**config.mk**
```make
export PLATFORM = sky130hd
export DESIGN_NAME = cdt_timer
export DESIGN_NICKNAME = d
export VERILOG_FILES = /design/src/rtl/cdt_pkg.sv /design/src/rtl/cdt_core.sv /design/src/rtl/cdt_shadow.sv /design/src/rtl/cdt_regs.sv /design/src/rtl/cdt_timer.sv
export SDC_FILE = /design/constraint.sdc
export NUM_CORES = 1
export LEC_CHECK = 0
export ABC_CLOCK_PERIOD_IN_PS = 2740
export BUFFER_PORTS_ARGS = -buffer_cell sky130_fd_sc_hd__clkbuf_2
export CAP_MARGIN = 20
export CORE_UTILIZATION = 55
export CTS_CLUSTER_SIZE = 12
export DETAILED_ROUTE_END_ITERATION = 16
export GPL_TIMING_DRIVEN = 1
export PLACE_DENSITY = 0.84
export SYNTH_ARGS = -nofsm -noshare
export SYNTH_HDL_FRONTEND = slang
export SYNTH_SLANG_ARGS = --single-unit
```
**constraint.sdc**
```tcl
create_clock -name clk -period 2.74 [get_ports clk]
set_clock_uncertainty 0.05 [all_clocks]
set_input_delay 0 -clock clk [delete_from_list [all_inputs] [get_ports clk]]
set_output_delay 0 -clock clk [all_outputs]
set_load 0.005 [all_outputs]
```
**src/rtl/cdt_pkg.sv**
```systemverilog
package cdt_pkg;
    localparam int unsigned ADDR_W = 5;

    typedef logic [ADDR_W-1:0] reg_off_t;

    localparam reg_off_t OFF_LOAD_LO = 5'h00;
    localparam reg_off_t OFF_LOAD_HI = 5'h04;
    localparam reg_off_t OFF_CNT_LO  = 5'h08;
    localparam reg_off_t OFF_CNT_HI  = 5'h0C;
    localparam reg_off_t OFF_CTL     = 5'h10;
    localparam reg_off_t OFF_INT     = 5'h14;
    localparam reg_off_t OFF_SHD_LO  = 5'h18;
    localparam reg_off_t OFF_SHD_HI  = 5'h1C;

    localparam int unsigned CTL_PER_BIT  = 0;
    localparam int unsigned CTL_RUN_BIT  = 1;
    localparam int unsigned CTL_WIDE_BIT = 16;

    localparam int unsigned INT_IE_BIT  = 0;
    localparam int unsigned INT_RAW_BIT = 1;
    localparam int unsigned INT_MSK_BIT = 2;
    localparam int unsigned INT_CLR_BIT = 3;

    typedef enum logic [1:0] {
        ST_IDLE = 2'd0,
        ST_RUN  = 2'd1,
        ST_DONE = 2'd2
    } run_state_t;
endpackage

```
**src/rtl/cdt_core.sv**
```systemverilog
module cdt_core
    import cdt_pkg::*;
#(
    parameter int unsigned DW = 32
) (
    input  logic            clk,
    input  logic            rst_n,
    input  logic            tick_en,
    input  logic [2*DW-1:0] load,
    input  logic            run,
    input  logic            periodic,
    input  logic            wide,
    output logic [2*DW-1:0] count,
    output logic            expire
);
    localparam int unsigned CW = 2 * DW;

    run_state_t      state, state_nx;
    logic [CW-1:0]   load_eff;
    logic [CW-1:0]   cnt_view;

    assign load_eff = wide ? load : {{DW{1'b0}}, load[DW-1:0]};
    assign cnt_view = wide ? count : {{DW{1'b0}}, count[DW-1:0]};
    assign expire   = (state == ST_RUN) && run && tick_en
                      && (cnt_view <= CW'(1));

    // state register
    always_ff @(posedge clk) begin
        if (!rst_n) state <= ST_IDLE;
        else        state <= state_nx;
    end

    // transitions: start, finish, stop
    always_comb begin
        state_nx = state;
        unique case (state)
            ST_IDLE: if (run) state_nx = ST_RUN;
            ST_RUN: begin
                if (!run)                     state_nx = ST_IDLE;
                else if (expire && !periodic) state_nx = ST_DONE;
            end
            ST_DONE: if (!run) state_nx = ST_IDLE;
            default: state_nx = ST_IDLE;
        endcase
    end

    // counter (output process)
    always_ff @(posedge clk) begin
        if (!rst_n) begin
            count <= '0;
        end else begin
            unique case (state)
                ST_IDLE: if (run) count <= load_eff;
                ST_RUN: begin
                    if (run && tick_en) begin
                        if (expire) count <= periodic ? load_eff : '0;
                        else        count <= cnt_view - CW'(1);
                    end
                end
                default: count <= count;
            endcase
        end
    end

    a_r2_start_load: assert property (@(posedge clk) disable iff (!rst_n)
        (state == ST_IDLE && run) |=> count[DW-1:0] == $past(load[DW-1:0]));
    a_r3_hold_without_tick: assert property (@(posedge clk) disable iff (!rst_n)
        (state == ST_RUN && !tick_en) |=> $stable(count));
    a_r4_done_holds: assert property (@(posedge clk) disable iff (!rst_n)
        (state == ST_DONE) |=> $stable(count));
endmodule

```
**src/rtl/cdt_shadow.sv**
```systemverilog
module cdt_shadow #(
    parameter int unsigned CW = 64
) (
    input  logic          clk,
    input  logic          rst_n,
    input  logic [CW-1:0] live,
    input  logic          freeze_set,
    input  logic          access,
    output logic [CW-1:0] shadow
);
    logic frozen;

    always_ff @(posedge clk) begin
        if (!rst_n) begin
            frozen <= 1'b0;
            shadow <= '0;
        end else begin
            if (freeze_set)  frozen <= 1'b1;
            else if (access) frozen <= 1'b0;
            if (!frozen && !freeze_set) shadow <= live;
        end
    end

    a_r12_frozen_stable: assert property (@(posedge clk) disable iff (!rst_n)
        (frozen && !access) |=> $stable(shadow));
endmodule

```
**src/rtl/cdt_regs.sv**
```systemverilog
module cdt_regs
    import cdt_pkg::*;
#(
    parameter int unsigned DW = 32
) (
    input  logic            clk,
    input  logic            rst_n,
    input  reg_off_t        addr,
    input  logic            we,
    input  logic [DW-1:0]   wdata,
    input  logic [2*DW-1:0] count,
    input  logic [2*DW-1:0] shadow,
    input  logic            expire,
    output logic [DW-1:0]   rdata,
    output logic [2*DW-1:0] load,
    output logic            run,
    output logic            periodic,
    output logic            wide,
    output logic            irq
);
    logic ie, raw;
    logic clr_wr;

    assign clr_wr = we && (addr == OFF_INT) && wdata[INT_CLR_BIT];
    assign irq    = raw & ie;

    always_ff @(posedge clk) begin
        if (!rst_n) begin
            load     <= '0;
            run      <= 1'b0;
            periodic <= 1'b0;
            wide     <= 1'b0;
            ie       <= 1'b0;
            raw      <= 1'b0;
        end else begin
            if (we) begin
                unique case (addr)
                    OFF_LOAD_LO: load[DW-1:0]    <= wdata;
                    OFF_LOAD_HI: load[2*DW-1:DW] <= wdata;
                    OFF_CTL: begin
                        periodic <= wdata[CTL_PER_BIT];
                        run      <= wdata[CTL_RUN_BIT];
                        wide     <= wdata[CTL_WIDE_BIT];
                    end
                    OFF_INT: ie <= wdata[INT_IE_BIT];
                    default: ;
                endcase
            end
            if (expire)      raw <= 1'b1;
            else if (clr_wr) raw <= 1'b0;
        end
    end

    always_comb begin
        rdata = '0;
        unique case (addr)
            OFF_LOAD_LO: rdata = load[DW-1:0];
            OFF_LOAD_HI: rdata = load[2*DW-1:DW];
            OFF_CNT_LO:  rdata = count[DW-1:0];
            OFF_CNT_HI:  rdata = count[2*DW-1:DW];
            OFF_CTL: begin
                rdata[CTL_PER_BIT]  = periodic;
                rdata[CTL_RUN_BIT]  = run;
                rdata[CTL_WIDE_BIT] = wide;
            end
            OFF_INT: begin
                rdata[INT_IE_BIT]  = ie;
                rdata[INT_RAW_BIT] = raw;
                rdata[INT_MSK_BIT] = raw & ie;
            end
            OFF_SHD_LO: rdata = shadow[DW-1:0];
            OFF_SHD_HI: rdata = shadow[2*DW-1:DW];
            default:    rdata = '0;
        endcase
    end

    a_r8_raw_on_expire: assert property (@(posedge clk) disable iff (!rst_n)
        expire |=> raw);
    a_r10_status_write_ignored: assert property (@(posedge clk) disable iff (!rst_n)
        (we && addr == OFF_INT && !wdata[INT_CLR_BIT] && !expire) |=> raw == $past(raw));
endmodule

```
**src/rtl/cdt_timer.sv**
```systemverilog
module cdt_timer
    import cdt_pkg::*;
#(
    parameter int unsigned DW = 32
) (
    input  logic              clk,
    input  logic              rst_n,
    input  logic              tick_en,
    input  logic [ADDR_W-1:0] bus_addr,
    input  logic              bus_we,
    input  logic              bus_re,
    input  logic [DW-1:0]     bus_wdata,
    output logic [DW-1:0]     bus_rdata,
    output logic              irq
);
    localparam int unsigned CW = 2 * DW;

    logic [CW-1:0] load, count, shadow;
    logic          run, periodic, wide, expire;
    logic          low_shadow_rd;

    assign low_shadow_rd = bus_re && (bus_addr == OFF_SHD_LO);

    cdt_regs #(.DW(DW)) u_regs (
        .clk(clk), .rst_n(rst_n), .addr(bus_addr), .we(bus_we),
        .wdata(bus_wdata), .count(count), .shadow(shadow), .expire(expire),
        .rdata(bus_rdata), .load(load), .run(run), .periodic(periodic),
        .wide(wide), .irq(irq)
    );

    cdt_core #(.DW(DW)) u_core (
        .clk(clk), .rst_n(rst_n), .tick_en(tick_en), .load(load), .run(run),
        .periodic(periodic), .wide(wide), .count(count), .expire(expire)
    );

    cdt_shadow #(.CW(CW)) u_shadow (
        .clk(clk), .rst_n(rst_n), .live(count), .freeze_set(low_shadow_rd),
        .access(bus_re || bus_we), .shadow(shadow)
    );
endmodule

```
## Word level (Yosys, flattened, before mapping)

Cells that the tools add are included.

- Flip-flop bits (word level): 200
- Bits of input ports: 42
- Output and inout bits: 33
- Word-level logic and storage cells: 72

- Add/sub/neg operators: 1
- Order comparisons: 1
- Equal/unequal tests: 13
- Multiplexer cells: 21
- Bitwise operators: 1
- Reductions and logical operators: 24

Operators by type and width:

| operator | number |
|---|---|
| 2-to-1 mux 64 bit | 6 |
| case mux 64 bit (2 select lines) | 1 |
| case mux 15 bit (6 select lines) | 1 |
| case mux 13 bit (6 select lines) | 1 |
| <= comparator 64 x 1 -> 1 bit, second input constant | 1 |
| subtractor 64 x 1 -> 64 bit, second input constant | 1 |
| == test 5 bit, second input constant | 4 |
| case mux 2 bit (8 select lines) | 1 |
| case mux 1 bit (7 select lines) | 2 |
| == test 5 x 4 -> 1 bit, second input constant | 2 |
| logical AND 1 bit | 9 |
| 2-to-1 mux 2 bit | 4 |
| AND reduction 2 bit | 4 |
| != test 2 bit, second input constant | 3 |
| case mux 2 bit (3 select lines) | 1 |
| AND reduction 3 bit | 2 |
| nonzero test 2 bit | 3 |
| == test 5 x 3 -> 1 bit, second input constant | 1 |
| zero test 5 bit | 1 |
| 2-to-1 mux 1 bit | 4 |
| zero test 1 bit | 3 |
| != test 3 bit, second input constant | 1 |
| == test 2 x 1 -> 1 bit, second input constant | 1 |
| == test 2 bit, second input constant | 1 |
| other kinds (3) | 3 |

## Depth between registers and ports, before layout

Gate-level depths: netlist of the first run.

- Word-level depth: 8
- Depth in mapped cells: 12
- Gate-level depth less buffers: 9

## Hierarchy

Synthesis of the first run repeated with hierarchy kept, for this count alone.

- Cell total of the unflattened synthesis: 1472
- Area, all modules: 11284.6 um^2

Modules (own cells, without submodules):

| module | times used | cells each | area each (um^2) | sequential area each (um^2) |
|---|---|---|---|---|
| cdt_core | 1 | 694 | 4981.0 | 1321.3 |
| cdt_regs | 1 | 480 | 3701.0 | 1381.3 |
| cdt_shadow | 1 | 295 | 2577.5 | 1301.2 |
| cdt_timer | 1 | 3 | 25.0 | 0.0 |

## Worst setup path before layout of the first run

Ideal clock, no wire load.

- Path type: register -> register
- From: register u_core.count[0]
- To: register u_core.count[46]
- Setup time: 60 ps
- Arrival: 2826 ps
- Required time: 2630 ps
- Slack: -196 ps
- Stages on the path, launching flop included: 11
- Buffers on the path: 1
- Cells stage by stage: dfxtp_1 -> inv_1 -> ha_1 -> or4b_2 -> nor4_1 -> and4_1 -> clkbuf_1 -> and2_1 -> a21oi_1 -> a2111oi_0 -> a221o_1

- Cells in the longest elaborated chain, start to end: 6
- Elaborated cells on any way between the ends: 7

RTL lines:

| what | RTL line | RTL |
|---|---|---|
| start, declared | cdt_core.sv:13 | `output logic [2*DW-1:0] count,` |
| start signal, assigned | cdt_core.sv:53 | `ST_IDLE: if (run) count <= load_eff;` |
| start signal, assigned | cdt_core.sv:56 | `if (expire) count <= periodic ? load_eff : '0;` |
| start signal, assigned | cdt_core.sv:57 | `else count <= cnt_view - CW'(1);` |
| 2-to-1 mux 64 bit (*) | cdt_core.sv:23 | `assign cnt_view = wide ? count : {{DW{1'b0}}, count[DW-1:0]};` |
| <= comparator 64 x 1 -> 1 bit | cdt_core.sv:25 | `&& (cnt_view <= CW'(1));` |
| logical AND 1 bit | cdt_core.sv:25 |  |
| 2-to-1 mux 64 bit (*) | cdt_core.sv:56 |  |
| 2-to-1 mux 64 bit (*) | cdt_core.sv:55 | `if (run && tick_en) begin` |
| case mux 64 bit (2 select lines) (*) | cdt_core.sv:52 | `unique case (state)` |

Mark *: on every way between the ends. The rest lies on a longest branch, timed or not. The select of a mux whose other input is x is not followed.
A chain may end at the register's enable or synchronous reset.

## Worst setup path in the final report of the first run

- From: register u_core.count[37]
- To: register u_core.count[27]

- Cells in the longest elaborated chain, start to end: 6

RTL lines:

| what | RTL line |
|---|---|
| 2-to-1 mux 64 bit | cdt_core.sv:23 |
| <= comparator 64 x 1 -> 1 bit | cdt_core.sv:25 |
| logical AND 1 bit | cdt_core.sv:25 |
| 2-to-1 mux 64 bit | cdt_core.sv:56 |
| 2-to-1 mux 64 bit | cdt_core.sv:55 |
| case mux 64 bit (2 select lines) | cdt_core.sv:52 |

No other way between the ends. The select of a mux whose other input is x is not followed.

==> results of run 1 <==
-- kinds of logic after synthesis --
logic type               count (synthesis)
buffers and inverters                  139
XOR/XNOR                                 5
adder cells (fa/ha/maj)                  2
AO/OA/AOI/OAI                          472
AND/OR/NAND/NOR                        592
flip-flops                             200
multiplexers                             3
-- report_power, final --
part	switching (mW)	leakage [nW]	total, mW	internal [mW]
Clock	1.36	0.296	2.63	1.27
Combinational	0.244	3.08	0.389	0.145
Sequential	0.0109	1.61	2.92	2.91
-- worst max-delay path, delay by kind of cell (launching register included) --
family | cells | cell delay, ps
and+or+nand+nor | 4 | 1500
AOI/OAI and AO/OA | 3 | 660
buffers and inverters | 1 | 170
DFF | 1 | 330
-- cells in the mapped netlist (4+ instances only) --
| cell type | number | area, µm² |
|---|---|---|
| and3_1 | 14 | 87.6 |
| o311ai_0 | 6 | 52.6 |
| nand2b_1 | 10 | 62.6 |
| a221o_1 | 16 | 160 |
| or2_2 | 9 | 56.3 |
| and4_1 | 4 | 35.0 |
| and2_1 | 7 | 43.8 |
| nand4_1 | 15 | 93.8 |
| or3_1 | 7 | 43.8 |
| buf_2 | 13 | 65.1 |
| xor2_1 | 4 | 35.0 |
| nor4_1 | 17 | 106 |
| a21oi_1 | 183 | 916 |
| a32oi_1 | 4 | 35.0 |
| nand2_1 | 352 | 1320 |
| o21a_1 | 4 | 30.0 |
| nand3_1 | 59 | 295 |
| clkbuf_1 | 106 | 398 |
| dfxtp_1 | 200 | 4000 |
| a211oi_1 | 4 | 30.0 |
| inv_1 | 12 | 45.0 |
| a32o_1 | 10 | 100 |
| a22oi_1 | 105 | 788 |
| or4_1 | 10 | 75.1 |
| o21ai_0 | 47 | 235 |
| nor3_1 | 29 | 145 |
| o211ai_1 | 13 | 97.6 |
| o31ai_1 | 8 | 60.1 |
| nor2_1 | 43 | 161 |
| a31oi_1 | 15 | 93.8 |
| a221oi_1 | 5 | 43.8 |
| a22o_1 | 6 | 52.6 |
| o31a_1 | 4 | 35.0 |
-- flip-flops by register name, indices dropped and copies added, names as in the netlist --
register and count:
u_regs.run 1, u_regs.load 64, u_shadow.frozen 1, u_regs.ie 1
u_shadow.shadow 64, u_core.state 2, u_regs.periodic 1, u_regs.wide 1
u_regs.raw 1, u_core.count 64
-- what timing repair did --
action                                  in CTS  in global routing
endpoints found under the hold margin       71                  0
gates resized for setup                      9                 46
hold buffers                                36                  0
endpoints found under the setup margin      15                 48
buffers inserted                             1                  8
pin swaps                                    2                 23
-- metal layers --
layer  vias to the layer above  share of wire, %  track usage (%)
li1                       5478                 -                -
met1                      5798                38             52.5
met2                       959                45             64.9
met3                       194                12             9.15
met4                         0               5.6             26.8
met5                         -                 0                0
-- final cells by class --
type | count | share of cell area (%)
multi-input combinational | 1074 | 46.8
sequential | 200 | 30.4
timing repair buffer | 268 | 15.6
clock buffer | 18 | 3.33
tap | 234 | 2.22
clock inverter | 14 | 1.27
inverter | 14 | 0.417
-- per-stage QoR --
stage,worst slack (ps),setup TNS (ps),std cells
global route,-116,-3750,1822
global placement,-85.9,-85.9,1744
CTS,5.13,0,1814
finish,-85.6,-913,1822
detailed placement,-62.0,-120,1745
floorplan,-37.7,-143,1413
-- worst paths after layout --
| kind | from | endpoint | slack (ps) | cells past startpoint |
|---|---|---|---|---|
| setup / recovery | u_core.count[37] | u_core.count[27] | -90 | 8 |
| setup reg to reg | u_core.count[37] | u_core.count[27] | -90 | 8 |
| hold reg to reg | u_shadow.shadow[63] | u_shadow.shadow[63] | 410 | 2 |
| hold / removal | bus_addr[0] | u_regs.wide | 50 | 5 |
==> results by group, run 1 <==
Timing
  – Final min period: 2830 ps
  – Final period util: 103%
  – RSZ-0062 raised after global routing: yes
  – Final hold vios: 0
  – Final worst setup slack: -85.6 ps
  – Final Max Slew Viols: 0
  – Finish-stage setup viols: 32
  – Least-Margin Pin Slew: 837 ps
  – Fmax achieved: 354 MHz
  – Hold slack: 51.5 ps
  – Rel. slew slack: 44.1%

Placed design
  – RD Place Congestion: 1.04
  – DP HPWL: 27600 µm
  – Port Buf Inserts: 74
  – Area post-placement: 12000 µm²

Floorplan
  – Starting Density: 56.0%
  – I/O pin cnt: 75
  – DIE HEIGHT: 140 µm
  – Die width: 140 µm
  – CORE AREA: 18600 µm²
  – Die Area: 19500 µm²
  – Num rows: 50

Finish
  – Layout area overhead: 26.3%
  – Share of cells above drive strength 1: 20.8%
  – Fill count: 1482
  – Commonest non-fill, non-tap cells in the layout: nand2_1 (349), dfxtp_1 (198), a21oi_1 (180)
  – # diodes: 0
  – Post-route cell area: 13200 µm²
  – Leading cell type in the layout, fill and taps excluded: nand2_1
  – Storage cell area: 4010 µm²
  – Nets: 1619
  – Final design utilization: 70.8%
  – Multi-input logic area: 6170 µm²

Synth
  – Post-synthesis area per instance: 7.39 µm²
  – Simple-gate portion of the synthesized area: 25.6%
  – Post-synthesis cell area: 10400 µm²
  – Synthesized flop and latch total: 200
  – Mux cell area share after synthesis: 0.287%
  – Adder-cell share of the synthesized area: 0.240%
  – Share of the yosys chip area belonging to registers: 38.3%
  – Post-synth EDFFs: 0
  – Largest family of logic cells by synthesized area: compound AO/OA/AOI/OAI gates
  – Compound-gate portion of the synthesized area: 29.8%
  – Syn nets: 1457
  – Main synth FF type: dfxtp_1
  – Cells after Synth: 1413
  – Xor-xnor portion of the synthesized cell area: 0.419%
  – Post-synth ARST share: 0%
  – Ys Warns: 0
  – Synth unique cells: 72

Critical path
  – Largest stage delay, worst path: 580 ps
  – CP arrival: 3120 ps
  – Slowest cell on the critical path: or4_4
  – Crit path cell chain: or4_4, or4_4, o21ai_4, and4_1, nor2_2, buf_4, a32o_1, a32o_1
  – Critical path class: flip-flop to flip-flop
  – Critical Path RT: 3030 ps
  – CP max FO: 6
  – Startpoint types: flip-flop
  – CP Capture Type: flip-flop

Drt
  – Detailed Routing Iterations Pass 1: 6
  – Vias: 12.4k
  – Initial drt markers: 1710
  – Avg WL per Cell: 22.5 µm
  – Final wirelength: 41100 µm
  – # DRC: 0
  – Vias per inst: 6.82
  – DRT antenna net count: 0

GRT
  – Total track usage: 41.8%
  – Grt total ovfl: 0
  – Largest net degree at the start of global routing: 148
  – Vias in the first global route: 11.6k
  – First-pass GRT wire length: 63400 µm
  – Initial antenna violation count: 0

Pwr
  – Total leakage power: 4.99 nW
  – Tot Pwr: 5.94 mW
  – Power density over the cells: 450 nW/µm²
  – Worst VDD drop: 391 µV

Clock network
  – Clock-pin slew on the worst setup and hold paths: 80 ps
  – Clock Latency Late Sink: 460 ps
  – Max Buffers Root-to-Sink: 2
  – CTS tree: built
  – Clock Tree Root: clkbuf_16
  – H-tree depth: 4
  – Cts bufs inserted: 17
  – # clock sinks: 200

Status
  – Failing checks: negative setup slack
  – Run status: finished, violations left

Run
  – Maxcap violations: 0

Worst hold path
  – Worst Hold Class: input port to flip-flop
Power figures use the tool's default switching activity.
==> inputs of run 2 (changes only) <==
--- a/config.mk
+++ b/config.mk
@@ -8,10 +8,12 @@
 export ABC_CLOCK_PERIOD_IN_PS = 2740
 export BUFFER_PORTS_ARGS = -buffer_cell sky130_fd_sc_hd__clkbuf_2
 export CAP_MARGIN = 20
+export CORE_MARGIN = 5
 export CORE_UTILIZATION = 55
 export CTS_CLUSTER_SIZE = 12
 export DETAILED_ROUTE_END_ITERATION = 16
 export GPL_TIMING_DRIVEN = 1
+export MAX_ROUTING_LAYER = met4
 export PLACE_DENSITY = 0.84
 export SYNTH_ARGS = -nofsm -noshare
 export SYNTH_HDL_FRONTEND = slang
==> run 2 against run 1 <==
- the flow still finishes with violations (negative setup slack)
- cell area decreased by 1.4%
- die area increased by 12%
- non-clock buffer count increased by 4
- clock power decreased by 2%
- critical path depth increased by 1
- sequential power about the same
- via count decreased by 1.6%
- flip-flop and latch count unchanged
- critical endpoint is now u_core.count[50]
- largest power group unchanged
- highest routed layer unchanged
==> results by group, run 2 (synthesis gave the netlist of run 1 again) <==
Floorplan
  – Die width: 148 µm (+5.7%)
  – DIE HEIGHT: 148 µm (+5.7%)
  – I/O pin cnt: 75 (unchanged)
  – Num rows: 50 (unchanged)
  – Starting Density: 55.8% (-0.19 points)
  – CORE AREA: 18700 µm² (+0.34%)
  – Die Area: 21800 µm² (+12%)

Placed design
  – DP Worst Slack: -55.7 ps (+6.29 ps)
  – Port Buf Inserts: 74 (unchanged)
  – Placed cells: 1758 (+0.74%)
  – Area post-placement: 12000 µm² (+0.19%)
  – DP HPWL: 27500 µm (-0.62%)
  – RD Place Congestion: 1.09 (+5.0%)

Critical path
  – CP max FO: 4 (-2)
  – CP Capture Type: flip-flop
  – RR Startpoint: u_core.count[41]
  – Slowest cell on the critical path: or4_4
  – Critical Path Start: u_core.count[41]
  – Largest stage delay, worst path: 580 ps (about the same)
  – Critical path class: flip-flop to flip-flop
  – CP arrival: 3080 ps (-40 ps)
  – Critical Path RT: 3060 ps (+30 ps)
  – Crit path cell chain: or4_4, or4_4, o21ai_4, and4_1, and3_2, buf_4, buf_4, a21oi_1, a21oi_1
  – Startpoint types: flip-flop

GRT
  – First-pass GRT wire length: 62000 µm (-2.2%)
  – Largest net degree at the start of global routing: 100 (-32%)
  – Initial antenna violation count: 0 (unchanged)
  – Grt total ovfl: 0 (unchanged)
  – Vias in the first global route: 11.4k (-1.9%)
  – Total track usage: 36.6% (-5.2 points)

Pwr
  – Worst VDD drop: 407 µV (+4.2%)
  – Total leakage power: 4.99 nW (-0.11%)
  – Power density over the cells: 453 nW/µm² (+0.56%)
  – Tot Pwr: 5.89 mW (-0.83%)

Finish
  – Final Instance Count excl. Fillers: 1826 (+0.22%)
  – Nets: 1623 (+0.25%)
  – Post-route cell area: 13000 µm² (-1.4%)
  – Largest registers: u_core.count: 64 flops, u_regs.load: 64 flops, u_shadow.shadow: 64 flops
  – Fill count: 1493 (+0.74%)
  – Layout area overhead: 24.5%
  – Commonest non-fill, non-tap cells in the layout: nand2_1 (351), dfxtp_1 (199), a21oi_1 (180)
  – Share of cells above drive strength 1: 20.5% (-0.24 points)
  – # diodes: 0 (unchanged)
  – Leading cell type in the layout, fill and taps excluded: nand2_1

Clock network
  – H-tree depth: 4 (unchanged)
  – Cts bufs inserted: 17 (unchanged)
  – # clock sinks: 200 (unchanged)
  – Clock-pin slew on the worst setup and hold paths: 70 ps (about the same)
  – Clock Tree Root: clkbuf_16
  – Setup Buffers After CTS: 0 (-1)
  – CTS tree: built
  – Clock Latency Late Sink: 440 ps (-20 ps)
  – Max Buffers Root-to-Sink: 2 (unchanged)

Drt
  – Final wirelength: 40200 µm (-2.2%)
  – Metal3 WL: 4660 µm (-3.7%)
  – WL met1: 15300 µm (-1.5%)
  – # DRC: 0 (unchanged)
  – Vias per inst: 6.70 (-1.8%)
  – Vias: 12.2k (-1.6%)
  – Detailed Routing Iterations Pass 1: 8 (+2)
  – DRT antenna net count: 0 (unchanged)
  – Initial drt markers: 1707 (-0.18%)
  – Met2 wire length: 18400 µm (about the same)
  – Avg WL per Cell: 22.0 µm (-2.4%)
  – DR top layer: met4

Worst hold path
  – Worst Hold Class: input port to flip-flop
  – Min-delay src: bus_addr[0]

Timing
  – Least-Margin Pin Slew: 1110 ps (+274 ps)
  – Final min period: 2760 ps (-64.8 ps)
  – Final period util: 101% (-2.4 points)
  – Final worst setup slack: -20.7 ps (+64.8 ps)
  – RSZ-0062 raised after global routing: yes
  – Fmax achieved: 362 MHz (+2.3%)
  – Final hold vios: 0 (unchanged)
  – Final Max Slew Viols: 0 (unchanged)
  – Finish-stage setup viols: 4 (-88%)
  – Rel. slew slack: 26.0% (-18 points)

Status
  – Run status: finished, violations left
  – Failing checks: negative setup slack

Run
  – Maxcap violations: 0 (unchanged)
run 2: cell types whose count changed in the layout (fill, tap and decap cells not counted), moves of 3 or more:
cell / delta
buf_4: +16
inv_8: -3
buf_12: -7
nor3_2: +3
o21ai_0: +11
o21ai_1: -11
buf_6: -5
run 2: critical path: cells and delay by family, from the launching register on:
family	cells	cell delay, ps
and+or+nand+nor	4	1670
AOI/OAI and AO/OA	3	390
DFF	1	320
buffers and inverters	2	270
run 2: power by group:
| part | internal, mW | switching (mW) |
|---|---|---|
| sequential | 2.91 | 0.0109 |
| combinational | 0.145 | 0.237 |
| clock | 1.36 | 1.23 |
run 2: worst paths after layout:
path	cells past startpoint	slack (ps)	end
max	9	-20	u_core.count[50]
min	5	40	u_regs.wide
min reg2reg	2	410	u_shadow.shadow[0]
max reg2reg	9	-20	u_core.count[50]
run 2: final cells by class:
cell class                 instances  area [µm²]  area share (%)
sequential                       200        4010            30.8
timing repair buffer             272        1980            15.2
multi-input combinational       1074        6070            46.7
inverter                          14        55.1           0.423
clock inverter                    12         136            1.05
clock buffer                      20         467            3.59
tap                              234         293            2.25
run 2: repair_timing:
action / 4_1_cts / 5_1_grt
gates resized for setup: 4 / 17
hold buffers: 36 / 0
hold endpoints to repair: 71 / 0
endpoints found under the setup margin: 7 / 61
pin swaps: 1 / 5
run 2: routing by layer:
layer | global-route usage (%) | vias up
met3 | 6.32 | 155
met2 | 56.7 | 898
met5 | - | -
li1 | - | 5459
met4 | 16.3 | 0
met1 | 47.1 | 5714
run 2: metrics by stage:
step                hold WS, ps  TNS [ps]  utilization [%]
floorplan                  86.0      -143                -
global placement            187      -183             64.0
detailed placement          193      -183             64.0
CTS                        25.0         0             69.3
global route               53.8     -1040             69.5
finish                     44.5     -48.1             69.5
==> inputs of run 3 (changes only) <==
--- a/config.mk
+++ b/config.mk
@@ -14,7 +14,7 @@
 export DETAILED_ROUTE_END_ITERATION = 16
 export GPL_TIMING_DRIVEN = 1
 export MAX_ROUTING_LAYER = met4
-export PLACE_DENSITY = 0.84
+export PLACE_DENSITY = 0.77
 export SYNTH_ARGS = -nofsm -noshare
 export SYNTH_HDL_FRONTEND = slang
 export SYNTH_SLANG_ARGS = --single-unit
==> run 3 against run 2 <==
- the run still ends with negative setup slack left
- cell area is 1.8% higher
- fmax is 0.15% higher
- clock power hardly changed
- utilization is 1.2 points higher
- via count is 0.52% higher
- setup slack better by 4.0 ps
- largest cell class unchanged
- largest power group unchanged
==> results by group, run 3 (synthesis gave the netlist of run 1 again) <==
Critical path
  – CP max FO: 6 (+2)
  – CP Capture Type: flip-flop
  – Crit path cell chain: or4_4, or4_4, o21ai_4, and4_4, nor2_4, clkbuf_16, a32o_1, a32o_1
  – CP arrival: 3050 ps (-30 ps)
  – Largest stage delay, worst path: 580 ps (about the same)
  – Critical path class: flip-flop to flip-flop
  – Critical Path RT: 3030 ps (-30 ps)
  – Slowest cell on the critical path: or4_4
  – Startpoint types: flip-flop

Drt
  – Avg WL per Cell: 22.8 µm (+3.6%)
  – Vias: 12.3k (+0.52%)
  – Initial drt markers: 1889 (+11%)
  – Final wirelength: 41800 µm (+4.1%)
  – DRT antenna net count: 0 (unchanged)
  – Detailed Routing Iterations Pass 1: 6 (-2)
  – Vias per inst: 6.70 (about the same)
  – # DRC: 0 (unchanged)

Timing
  – Finish-stage setup viols: 3 (-1)
  – Fmax achieved: 363 MHz (+0.15%)
  – Final Max Slew Viols: 0 (unchanged)
  – Final min period: 2760 ps (-4.02 ps)
  – Final worst setup slack: -16.7 ps (+4.02 ps)
  – RSZ-0062 raised after global routing: yes
  – Rel. slew slack: 44.0% (+18 points)
  – Least-Margin Pin Slew: 833 ps (-277 ps)
  – Final period util: 101% (-0.15 points)
  – Final hold vios: 0 (unchanged)
  – Setup TNS Final: -25.5 ps (+22.6 ps)

Pwr
  – Power density over the cells: 446 nW/µm² (-1.5%)
  – Worst VDD drop: 373 µV (-8.5%)
  – Total leakage power: 5.04 nW (+1.2%)

Finish
  – Share of cells above drive strength 1: 21.5% (+1.0 points)
  – Largest registers: u_core.count: 64 flops, u_regs.load: 64 flops, u_shadow.shadow: 64 flops
  – Layout area overhead: 26.7%
  – Fill count: 1546 (+3.5%)
  – Commonest non-fill, non-tap cells in the layout: nand2_1 (349), dfxtp_1 (199), a21oi_1 (181)
  – Multi-input logic area: 6150 µm² (+1.3%)
  – Final Instance Count excl. Fillers: 1835 (+0.49%)
  – Leading cell type in the layout, fill and taps excluded: nand2_1
  – # diodes: 0 (unchanged)
  – Storage cell area: 4010 µm² (unchanged)
  – Nets: 1632 (+0.55%)

Clock network
  – # clock sinks: 200 (unchanged)
  – Clock Tree Root: clkbuf_16
  – Max Buffers Root-to-Sink: 2 (unchanged)
  – Cts bufs inserted: 17 (unchanged)
  – Clock Latency Late Sink: 450 ps (about the same)
  – CTS tree: built
  – H-tree depth: 4 (unchanged)
  – Clock-pin slew on the worst setup and hold paths: 80 ps (about the same)

Placed design
  – Placed cells: 1757 (-0.057%)
  – DP Worst Slack: -45.9 ps (+9.80 ps)
  – RD Place Congestion: 1.08 (-0.39%)
  – Port Buf Inserts: 74 (unchanged)
  – DP HPWL: 28500 µm (+3.7%)

Run
  – Maxcap violations: 0 (unchanged)

Floorplan
  – DIE HEIGHT: 148 µm (unchanged)
  – Die Area: 21800 µm² (unchanged)
  – Num rows: 50 (unchanged)
  – Starting Density: 55.8% (unchanged)
  – I/O pin cnt: 75 (unchanged)
  – Die width: 148 µm (unchanged)
  – CORE AREA: 18700 µm² (unchanged)

GRT
  – Largest net degree at the start of global routing: 67 (-33%)
  – Met3 usage: 5.43% (-0.89 points)
  – Grt total ovfl: 0 (unchanged)
  – First-pass GRT wire length: 63500 µm (+2.6%)
  – Met1 usage: 47.6% (+0.46 points)
  – Met2 GRT Util: 60.1% (+3.3 points)
  – Initial antenna violation count: 0 (unchanged)
  – Vias in the first global route: 11.4k (+0.53%)
  – GRT busiest layer: met2
  – Total track usage: 37.7% (+1.1 points)

Status
  – Run status: finished, violations left
  – Failing checks: negative setup slack

Worst hold path
  – Worst Hold Class: input port to flip-flop
run 3: changes by cell type in the layout (fill, tap and decap cells not counted), moves of 3 or more:
cell       previous run  this run
and4_1                4         0
and4_4                0         4
buf_6                 3         7
clkbuf_16            17        20
clkbuf_8              3         0
inv_8                 0         5
nor3_2                7         4
run 3: timing repair:
action                                 4_1_cts  5_1_grt
endpoints found under the hold margin       73        0
setup endpoints to repair                   15       59
pin swaps                                    3       10
cloned                                       0        4
hold buffers                                36        0
resized for setup                            5       35
buffers inserted                             2        4
run 3: power by group:
group	leakage [nW]	internal, mW	switching (mW)
clock network	0.292	1.24	1.35
registers	1.61	2.91	0.0108
logic	3.14	0.144	0.241
total	5.04	4.30	1.61
run 3: layer usage:
| metal | routed length [µm] | up-vias |
|---|---|---|
| met5 | 0 | - |
| met4 | 2100 | 0 |
| met3 | 4480 | 177 |
| met2 | 19300 | 848 |
| met1 | 16000 | 5771 |
| li1 | - | 5494 |
run 3: worst paths after layout:
| kind | from | endpoint | slack (ps) | depth (start not counted) |
|---|---|---|---|---|
| worst max register to register | u_core.count[41] | u_core.count[2] | -20 | 8 |
| worst min-delay path | bus_addr[0] | u_regs.wide | 60 | 5 |
| worst max-delay path | u_core.count[41] | u_core.count[2] | -20 | 8 |
| worst min register to register | u_shadow.shadow[26] | u_shadow.shadow[26] | 410 | 2 |
run 3: cell type report:
type / instances / share of cell area (%)
timing repair buffer: 280 / 16.1
clock buffer: 17 / 3.21
clock inverter: 15 / 1.33
tap: 234 / 2.21
multi-input combinational: 1075 / 46.4
sequential: 200 / 30.3
inverter: 14 / 0.416
run 3: stage by stage:
step	instance area, µm²	total power [mW]	hold WS (ps)	utilization [%]
after CTS	13000	5.89	28.4	69.5
after detailed placement	12000	3.31	192	64.2
after floorplan	10500	3.15	86.0	-
after global routing	13200	6.04	63.0	70.8
after global placement	12000	3.31	185	64.2
final	13200	5.91	55.1	70.8
run 3: worst max-delay path: cells and delay by family (launching register included):
family / cells / cell delay, ps
flip-flops: 1 / 310
AND/OR/NAND/NOR: 4 / 1450
buffers and inverters: 1 / 210
AO/OA/AOI/OAI: 3 / 620
